`src/rtl/capfifo_pkg.sv`:
```
package capfifo_pkg;
  typedef struct packed {
    logic wrEn;
    logic rdAdv;
    logic clear;
  } capfifoStrobe_t;
endpackage

```
`src/rtl/capfifo_dp.sv`:
```
module capfifo_dp
  import capfifo_pkg::*;
#(
  parameter int DEPTH    = 32,
  parameter int SAMPLE_W = 48
) (
  input  logic                clk,
  input  logic                rst_n,
  input  capfifoStrobe_t      strobe,
  input  logic [SAMPLE_W-1:0] wrData,
  output logic [SAMPLE_W-1:0] rdData
);
  localparam int AW = $clog2(DEPTH);

  logic [SAMPLE_W-1:0] mem [DEPTH];
  logic [AW-1:0] wrPtr, rdPtr;

  function automatic logic [AW-1:0] nextPtr(input logic [AW-1:0] p);
    return (p == AW'(DEPTH - 1)) ? '0 : p + AW'(1);
  endfunction

  always_ff @(posedge clk) begin
    if (strobe.wrEn && !strobe.clear) mem[wrPtr] <= wrData;
  end

  always_ff @(posedge clk or negedge rst_n) begin
    if (!rst_n) begin
      wrPtr <= '0;
      rdPtr <= '0;
    end else if (strobe.clear) begin
      wrPtr <= '0;
      rdPtr <= '0;
    end else begin
      if (strobe.wrEn)  wrPtr <= nextPtr(wrPtr);
      if (strobe.rdAdv) rdPtr <= nextPtr(rdPtr);
    end
  end

  assign rdData = mem[rdPtr];

  // a clear returns both pointers to the origin
  assert_ptr_clear_R9: assert property (@(posedge clk) disable iff (!rst_n)
    strobe.clear |=> (wrPtr == '0 && rdPtr == '0));

  // a write together with a head advance moves both pointers by one
  assert_ptr_lockstep_R10: assert property (@(posedge clk) disable iff (!rst_n)
    (strobe.wrEn && strobe.rdAdv && !strobe.clear) |=>
      (wrPtr - rdPtr == $past(wrPtr - rdPtr)));
endmodule

```
`src/rtl/capfifo_ctrl.sv`:
```
module capfifo_ctrl
  import capfifo_pkg::*;
#(
  parameter int DEPTH = 32,
  parameter int THR_W = 5,
  parameter int CNT_W = $clog2(DEPTH + 1)
) (
  input  logic             clk,
  input  logic             rst_n,
  input  logic             enable,
  input  logic             freezeMode,
  input  logic [THR_W-1:0] threshold,
  input  logic             irqSel,
  input  logic             sampleValid,
  input  logic             trigger,
  input  logic             popReq,
  output capfifoStrobe_t   strobe,
  output logic [CNT_W+3:0] status,
  output logic             irqOut,
  output logic             wmIrq
);
  logic [CNT_W-1:0] cnt, cntNext;
  logic frozen, armed, ovrFlag, drdyPulse, prevMode;
  logic fullNow, emptyNow, clearReq, popEff, accept, dropOld, wmFlag;

  always_comb begin
    fullNow  = (cnt == CNT_W'(DEPTH));
    emptyNow = (cnt == '0);
    clearReq = !enable || (freezeMode != prevMode);
    popEff   = !clearReq && popReq && !emptyNow;
    accept   = !clearReq && sampleValid && !frozen;
    dropOld  = accept && fullNow && !popEff;
    cntNext  = cnt + CNT_W'(accept && !dropOld) - CNT_W'(popEff);
    wmFlag   = (cnt > CNT_W'(threshold));
    strobe.wrEn  = accept;
    strobe.rdAdv = popEff || dropOld;
    strobe.clear = clearReq;
  end

  always_ff @(posedge clk or negedge rst_n) begin
    if (!rst_n) begin
      cnt       <= '0;
      frozen    <= 1'b0;
      armed     <= 1'b0;
      ovrFlag   <= 1'b0;
      drdyPulse <= 1'b0;
      prevMode  <= 1'b0;
    end else begin
      prevMode <= freezeMode;
      if (clearReq) begin
        cnt       <= '0;
        frozen    <= 1'b0;
        armed     <= 1'b0;
        ovrFlag   <= 1'b0;
        drdyPulse <= 1'b0;
      end else begin
        cnt       <= cntNext;
        ovrFlag   <= (cntNext == CNT_W'(DEPTH));
        drdyPulse <= accept;
        if (frozen && popEff && cnt == CNT_W'(1)) begin
          frozen <= 1'b0;
          armed  <= 1'b0;
        end else if (accept && freezeMode) begin
          if (armed) begin
            frozen <= 1'b1;
            armed  <= 1'b0;
          end else if (trigger && fullNow) begin
            armed <= 1'b1;
          end else if (trigger && cntNext == CNT_W'(DEPTH)) begin
            frozen <= 1'b1;
          end
        end
      end
    end
  end

  assign status = {frozen, wmFlag, ovrFlag, emptyNow, cnt};
  assign irqOut = irqSel ? ovrFlag : drdyPulse;
  assign wmIrq  = wmFlag;

  assert_count_bound_R3: assert property (@(posedge clk) disable iff (!rst_n)
    cnt <= CNT_W'(DEPTH));

  assert_full_overwrite_R3: assert property (@(posedge clk) disable iff (!rst_n)
    (accept && fullNow) |=> (cnt == CNT_W'(DEPTH) && ovrFlag));

  assert_post_freeze_R4: assert property (@(posedge clk) disable iff (!rst_n)
    (accept && armed) |=> frozen);

  assert_frozen_hold_R6: assert property (@(posedge clk) disable iff (!rst_n)
    (frozen && !clearReq && !popEff) |=> (cnt == $past(cnt)));

  assert_clear_all_R9: assert property (@(posedge clk) disable iff (!rst_n)
    clearReq |=> (cnt == '0 && !frozen && !ovrFlag));

  assert_empty_pop_R11: assert property (@(posedge clk) disable iff (!rst_n)
    (popReq && emptyNow && !accept) |=> (cnt == '0));
endmodule

```
`src/rtl/capture_fifo.sv`:
```
module capture_fifo
  import capfifo_pkg::*;
#(
  parameter int DEPTH  = 32,
  parameter int AXIS_W = 16,
  parameter int AXES   = 3,
  parameter int THR_W  = 5,
  parameter int CNT_W  = $clog2(DEPTH + 1)
) (
  input  logic                   clk,
  input  logic                   rst_n,
  input  logic                   enable,
  input  logic                   freezeMode,
  input  logic [THR_W-1:0]       threshold,
  input  logic                   irqSel,
  input  logic                   sampleValid,
  input  logic [AXIS_W*AXES-1:0] sampleIn,
  input  logic                   trigger,
  input  logic                   popReq,
  output logic [AXIS_W*AXES-1:0] popData,
  output logic [CNT_W+3:0]       status,
  output logic                   irqOut,
  output logic                   wmIrq
);
  localparam int SAMPLE_W = AXIS_W * AXES;

  capfifoStrobe_t strobe;

  capfifo_ctrl #(.DEPTH(DEPTH), .THR_W(THR_W), .CNT_W(CNT_W)) u_ctrl (
    .clk(clk), .rst_n(rst_n), .enable(enable), .freezeMode(freezeMode),
    .threshold(threshold), .irqSel(irqSel), .sampleValid(sampleValid),
    .trigger(trigger), .popReq(popReq), .strobe(strobe), .status(status),
    .irqOut(irqOut), .wmIrq(wmIrq)
  );

  capfifo_dp #(.DEPTH(DEPTH), .SAMPLE_W(SAMPLE_W)) u_dp (
    .clk(clk), .rst_n(rst_n), .strobe(strobe), .wrData(sampleIn),
    .rdData(popData)
  );
endmodule

```
`config.mk`:
```
export PLATFORM = sky130hd
export DESIGN_NAME = capture_fifo
export DESIGN_NICKNAME = d
export VERILOG_FILES = /design/src/rtl/capfifo_pkg.sv /design/src/rtl/capfifo_dp.sv /design/src/rtl/capfifo_ctrl.sv /design/src/rtl/capture_fifo.sv
export SDC_FILE = /design/constraint.sdc
export NUM_CORES = 1
export LEC_CHECK = 0
export ABC_CLOCK_PERIOD_IN_PS = 5240
export BUFFER_PORTS_ARGS = -buffer_cell sky130_fd_sc_hd__buf_2
export CORE_AREA = 4 4 335 337
export CTS_CLUSTER_SIZE = 10
export DETAILED_ROUTE_END_ITERATION = 8
export DIE_AREA = 0 0 339 341
export GPL_TIMING_DRIVEN = 1
export PLACE_DENSITY = 0.71
export SLEW_MARGIN = 15
export SYNTH_ARGS = -nofsm -noshare
export SYNTH_HDL_FRONTEND = slang
export SYNTH_SLANG_ARGS = --single-unit
```
`constraint.sdc`:
```
create_clock -name clk -period 5.24 [get_ports clk]
set_input_delay 0.786 -clock clk [delete_from_list [all_inputs] [get_ports clk]]
set_output_delay 0.786 -clock clk [all_outputs]
set_load 0.005 [all_outputs]
```
==> impl_metrics.toml, run 1 <==
[layout]
fillers = 6960
area_growth_pct = 13.1
layout-drive-gt1-share = 0.355
layout.area.seq_um2 = 46700
nets = 2719
final_util = 0.621
multi_input_area_um2 = 12700
antenna_cells = 0
final_cell_area_um2 = 67600

[clock_network]
clock_latency_ns = 0.78
cts_buffers = 175
clock-sinks = 1557
clockBufferDepth = 3
tritoncts = "built"
cts_setup_buffers = 0
ctsHoldBuffers = 1
path_clk_slew_ns = 0.05
cts_root_buf = "clkbuf_16"
h-tree-depth = 4
cts-resized-gates = 0

[floorplan]
dieArea_um2 = 116000
num_rows = 121
die_y_um = 341
core-area_um2 = 109000
initial_core_util = 0.549
pin_count = 121
die_w_um = 339

[setup_path]
cpPeakStageDelay_ns = 0.78
cp_max_fo = 77
cpMaxStageDelayCell = "dfrtp_4"
path_class = "reg2out"
crit_chain = "buf_12 > mux4_2 > mux4_2 > mux2_2 > buf_2"
r2r_cells = 7
crit_required_ns = 4.45
cp_common_cell = "mux4_2"
crit_start = "u_dp.rdPtr[0]"
arrival_ns = 3.78
r2r_start = "u_ctrl.prevMode"
worst_setup_path_start_kind = "flip-flop"
worst_setup_path_end_kind = "primary output"

[sta]
relSlewSlack = 0.261
fin_skew_ns = 0.0331
grt_setup_unrepaired = "false"
max_freq_mhz = 219
worst_slack_ns = 0.672
post-route-period-util = 0.872
setup_viol = 0
tightest_slew_ns = 1.11
drv_slew = 0
hold_violations = 0
fin_crit_ns = 4.57
setup_tns_ns = 0

[placed_design]
gp_congestion = 0.766
dpl.hpwl_um = 68500
pre_cts_ws_ns = 1.25
placed_cell_area_um2 = 62800
port_buffers = 120

[routing]
wire_per_inst_um = 33.5
wirelength_um = 137000
vias = 27100
dr.pass1.iters = 5
drtIter0Drc = 3344
ant_nets = 0
drc_errors = 0
vias_per_cell = 6.63

[yosys]
yosysMostFrequentCell = "edfxtp_1"
synth_top_area_frac = 0.772
async_reset_ff_frac = 0.0135
syn_area_um2 = 59700
seq_area_frac_synth = 0.781
synth_top_flop_cell = "edfxtp_1"
avgSynthCellArea_um2 = 25.0
synth_cell_type_count = 44
yosys_warnings = 0
synth.top_cells.by_count = "edfxtp_1 (1536), mux4_2 (480), clkbuf_1 (60)"
ys_seq_elements = 1557
synth.largest_area_cell = "edfxtp_1"
synthTopCellsByArea = "edfxtp_1 (77%), mux4_2 (18%), mux2_2 (0.92%), dfrtp_1 (0.88%), ha_1 (0.44%)"
syn-num-nets = 2476
synth_edf_count = 1536
synthCells = 2393

[grt]
grt_pass1_wl_um = 202000
grt_max_degree = 78
grt_pass1_vias = 28700
antenna_found_initial = 7
grt_overflow_total = 0
grt_usage = 0.242

[pwr]
p_leak_uw = 0.0205
power_uw = 26400
vdd_ir_drop_max_mv = 0.294
powerDensity_nw_per_um2 = 391

[run_status]
status = "complete, no violations"

[hold_path]
whs_path_depth = 1
hold_path_class = "in2reg"
min-delay-start = "freezeMode"

[flow_run]
cap_violations = 0
-- layout by cell type, fill, tap and decap left out, types with 3 or more instances in the layout --
master,count
edfxtp_1,1536
mux4_2,480
clkbuf_16,177
buf_2,120
mux2_2,49
buf_12,40
nor2_4,32
buf_4,28
ha_1,21
clkbuf_1,21
inv_1,18
nand2_1,17
nor2_1,17
dfrtp_1,16
nand2b_1,8
a21oi_1,7
o21ai_0,7
nand3_1,5
dfrtp_4,5
a211oi_1,4
nand3b_1,4
nand4_1,4
clkinv_8,4
inv_16,4
clkinv_1,4
and3_1,3
nor2b_1,3
nor3_1,3
clkinv_16,3
inv_6,3
-- stage by stage --
step / std cells / hold slack [ns]
floorplan: 2393 / 0.490
global placement: 3872 / 0.533
detailed placement: 3872 / 0.558
CTS: 4089 / 0.164
global route: 4089 / 0.185
finish: 4089 / 0.205
-- power breakdown --
group          leakage (µW)  switching [µW]  internal, µW
Combinational       0.00412            1010          1060
Sequential           0.0141            54.2         13700
Clock               0.00233            4520          6040
-- layout make-up --
type,count,share of cell area
clock buffer,198,0.0667
clock inverter,18,0.00409
inverter,18,0.00100
multi-input combinational,695,0.187
sequential,1557,0.691
tap,1414,0.0262
timing repair buffer,189,0.0240
-- final timing paths --
| path | to | slack, ns |
|---|---|---|
| worst min-delay path | u_ctrl.prevMode | 0.21 |
| worst max register to register | u_dp.mem[9][10] | 1.84 |
| max in group asynchronous | u_dp.rdPtr[4] | 4.26 |
| min in group asynchronous | u_dp.rdPtr[0] | 0.55 |
| worst max-delay path | popData[21] | 0.67 |
| worst min register to register | u_ctrl.armed | 0.58 |
-- state kept, by name (all words and copies together), names as in the netlist --
| name | cells |
|---|---|
| u_ctrl.cnt | 6 |
| u_dp.rdPtr | 5 |
| u_ctrl.armed | 1 |
| u_dp.mem | 1536 |
| u_ctrl.frozen | 1 |
| u_ctrl.prevMode | 1 |
| u_ctrl.ovrFlag | 1 |
| u_ctrl.drdyPulse | 1 |
| u_dp.wrPtr | 5 |
-- worst max-delay path: cells and delay by family, from the launching register on --
kind	cells	cell delay [ns]
flops	1	0.78
mux	3	1.43
buf+inv	2	0.65
-- cell families (layout without fill, tap and decap cells) --
logic type | after synthesis | in the layout | share of synthesized area
simple gates | 109 | 109 | 0.00888
fa+ha+maj | 22 | 22 | 0.00473
compound gates | 29 | 29 | 0.00318
buf+inv | 141 | 423 | 0.0109
flops | 1557 | 1557 | 0.781
xor+xnor | 4 | 4 | 0.000587
mux | 531 | 531 | 0.191
-- per-layer routing --
layer  global-route usage  wire length, µm  vias to the layer above
met2                0.406            70200                     1390
met1                0.333            52400                    14800
li1                     -                -                    10800
met4               0.0628             2750                        4
met3               0.0476            11600                      194
met5                    0               23                        -
Note: power is estimated with default switching activity, not from simulation.
==> run 2, diff against run 1 <==
Settings changed: CELL_PAD_IN_SITES_DETAIL_PLACEMENT set to 0, CELL_PAD_IN_SITES_GLOBAL_PLACEMENT set to 1, PLACE_DENSITY 0.71 to not set, PLACE_DENSITY_LB_ADDON set to 0.1.
==> impl_metrics.toml, run 2 (synthesis results as in run 1) <==
[run_status]
status = "complete, no violations"

[setup_path]
r2r_cells = 6
r2r_setup_slack_ns = 1.79
r2r_end = "u_dp.mem[0][21]"
crit_end = "popData[29]"
r2r_start = "u_ctrl.prevMode"
worst_setup_path_end_kind = "primary output"
cp_num_buf_inv = 2
arrival_ns = 3.75
cp_max_fo = 33
crit_required_ns = 4.45
worst_setup_path_start_kind = "flip-flop"
crit_chain = "buf_4 > mux4_2 > mux4_2 > mux2_2 > buf_2"
cpMaxStageDelayCell = "dfrtp_4"
critPathTopFamily = "multiplexers"
crit_start = "u_dp.rdPtr[0]"
cp_common_cell = "mux4_2"
path_class = "reg2out"
cp.depth = 5
cpPeakStageDelay_ns = 0.76

[sta]
post-route-period-util = 0.866
max_freq_mhz = 220
tightest_slew_ns = 1.15
hold_violations = 0
setup_viol = 0
grt_setup_unrepaired = "false"
setup_tns_ns = 0
relSlewSlack = 0.232
fin_crit_ns = 4.54
drv_slew = 0
fin_skew_ns = 0.0199
hold_slack_ns = 0.213

[layout]
final_util = 0.619
instances_no_fill = 4093
layout_common_cells = "edfxtp_1 (1536), mux4_2 (480), clkbuf_16 (177)"
largest_reg_flops = 1536
area_growth_pct = 12.8
final_common_cell = "edfxtp_1"
nets = 2734
layout-drive-gt1-share = 0.358
reg_top3 = "u_dp.mem: 1536 flops, u_ctrl.cnt: 6 flops"
fillers = 7202
top_register = "u_dp.mem"

[floorplan]
initial_core_util = 0.549
core-area_um2 = 109000
die_y_um = 341
pin_count = 121
dieArea_um2 = 116000
num_rows = 121
die_w_um = 339

[clock_network]
cts_root_buf = "clkbuf_16"
clock-sinks = 1557
cts-resized-gates = 0
tritoncts = "built"
clock_latency_ns = 0.74
clockBufferDepth = 3
h-tree-depth = 4
cts_buffers = 174
path_clk_slew_ns = 0.06

[pwr]
vdd_ir_drop_max_mv = 0.352
power_uw = 26100
p_leak_uw = 0.0205
powerDensity_nw_per_um2 = 388

[grt]
grt_overflow_total = 0
grt_pass1_wl_um = 195000
grt_max_degree = 75
grt_usage = 0.234
antenna_found_initial = 5
grt_pass1_vias = 28200

[routing]
wire_per_inst_um = 32.6
dr.pass1.iters = 5
drc_errors = 0
vias_per_cell = 6.51
drtIter0Drc = 2635
wirelength_um = 134000
vias = 26600
ant_nets = 0

[placed_design]
place_inst = 3888
dpl.hpwl_um = 70700
port_buffers = 120
gp_congestion = 0.753

[flow_run]
cap_violations = 0

[hold_path]
hold_path_class = "in2reg"
==> run 2: per-stage QoR <==
step           worst slack [ns]  area [µm²]
2_1_floorplan              1.21       59700
3_3_place_gp               1.28       62700
3_5_place_dp               1.29       62700
4_1_cts                   0.591       67400
5_1_grt                   0.502       67400
6_report                  0.702       67400
==> run 2: worst min path at each step <==
stage / start / endpoint / slack (ns) / cells after the start
6_report: freezeMode / u_ctrl.prevMode / 0.21 / 1
5_1_grt: freezeMode / u_ctrl.prevMode / 0.17 / 1
4_1_cts: freezeMode / u_ctrl.prevMode / 0.15 / 1
3_5_place_dp: u_ctrl.armed / u_ctrl.armed / 0.57 / 2
3_3_place_gp: u_ctrl.armed / u_ctrl.armed / 0.54 / 2
2_1_floorplan: rst_n / u_ctrl.armed / 0.49 / 0
==> run 2: area by class of cell <==
class / instances / area [µm²] / share of cell area
diodes: 1 / 2.50 / 0.0000372
repair buffers: 205 / 1580 / 0.0234
inverters: 18 / 67.6 / 0.00100
clock buffers: 194 / 4490 / 0.0667
multi-input cells: 695 / 12700 / 0.188
flip-flops and latches: 1557 / 46700 / 0.693
clock inverters: 9 / 118 / 0.00175
well taps: 1414 / 1770 / 0.0263
==> run 2: routing by layer <==
| layer | GRT usage | share of wire | up-vias | routed length (µm) |
|---|---|---|---|---|
| met1 | 0.333 | 0.41 | 14700 | 54800 |
| met3 | 0.0355 | 0.057 | 181 | 7590 |
| li1 | - | - | 10800 | - |
| met2 | 0.391 | 0.51 | 933 | 68700 |
| met5 | 0 | 0.00019 | - | 26 |
| met4 | 0.0575 | 0.019 | 4 | 2520 |
==> run 2: power by group <==
part / switching (µW) / leakage (µW) / internal [µW] / total (µW)
Clock: 4340 / 0.00226 / 6010 / 10300
Sequential: 50.6 / 0.0141 / 13700 / 13800
Combinational: 986 / 0.00417 / 1040 / 2030
Total: 5370 / 0.0205 / 20800 / 26100
==> run 2: timing repair <==
item	4_1_cts	5_1_grt
hold buffers	1	0
buffers inserted	0	0
hold endpoints to repair	3	0
endpoints found under the setup margin	0	0
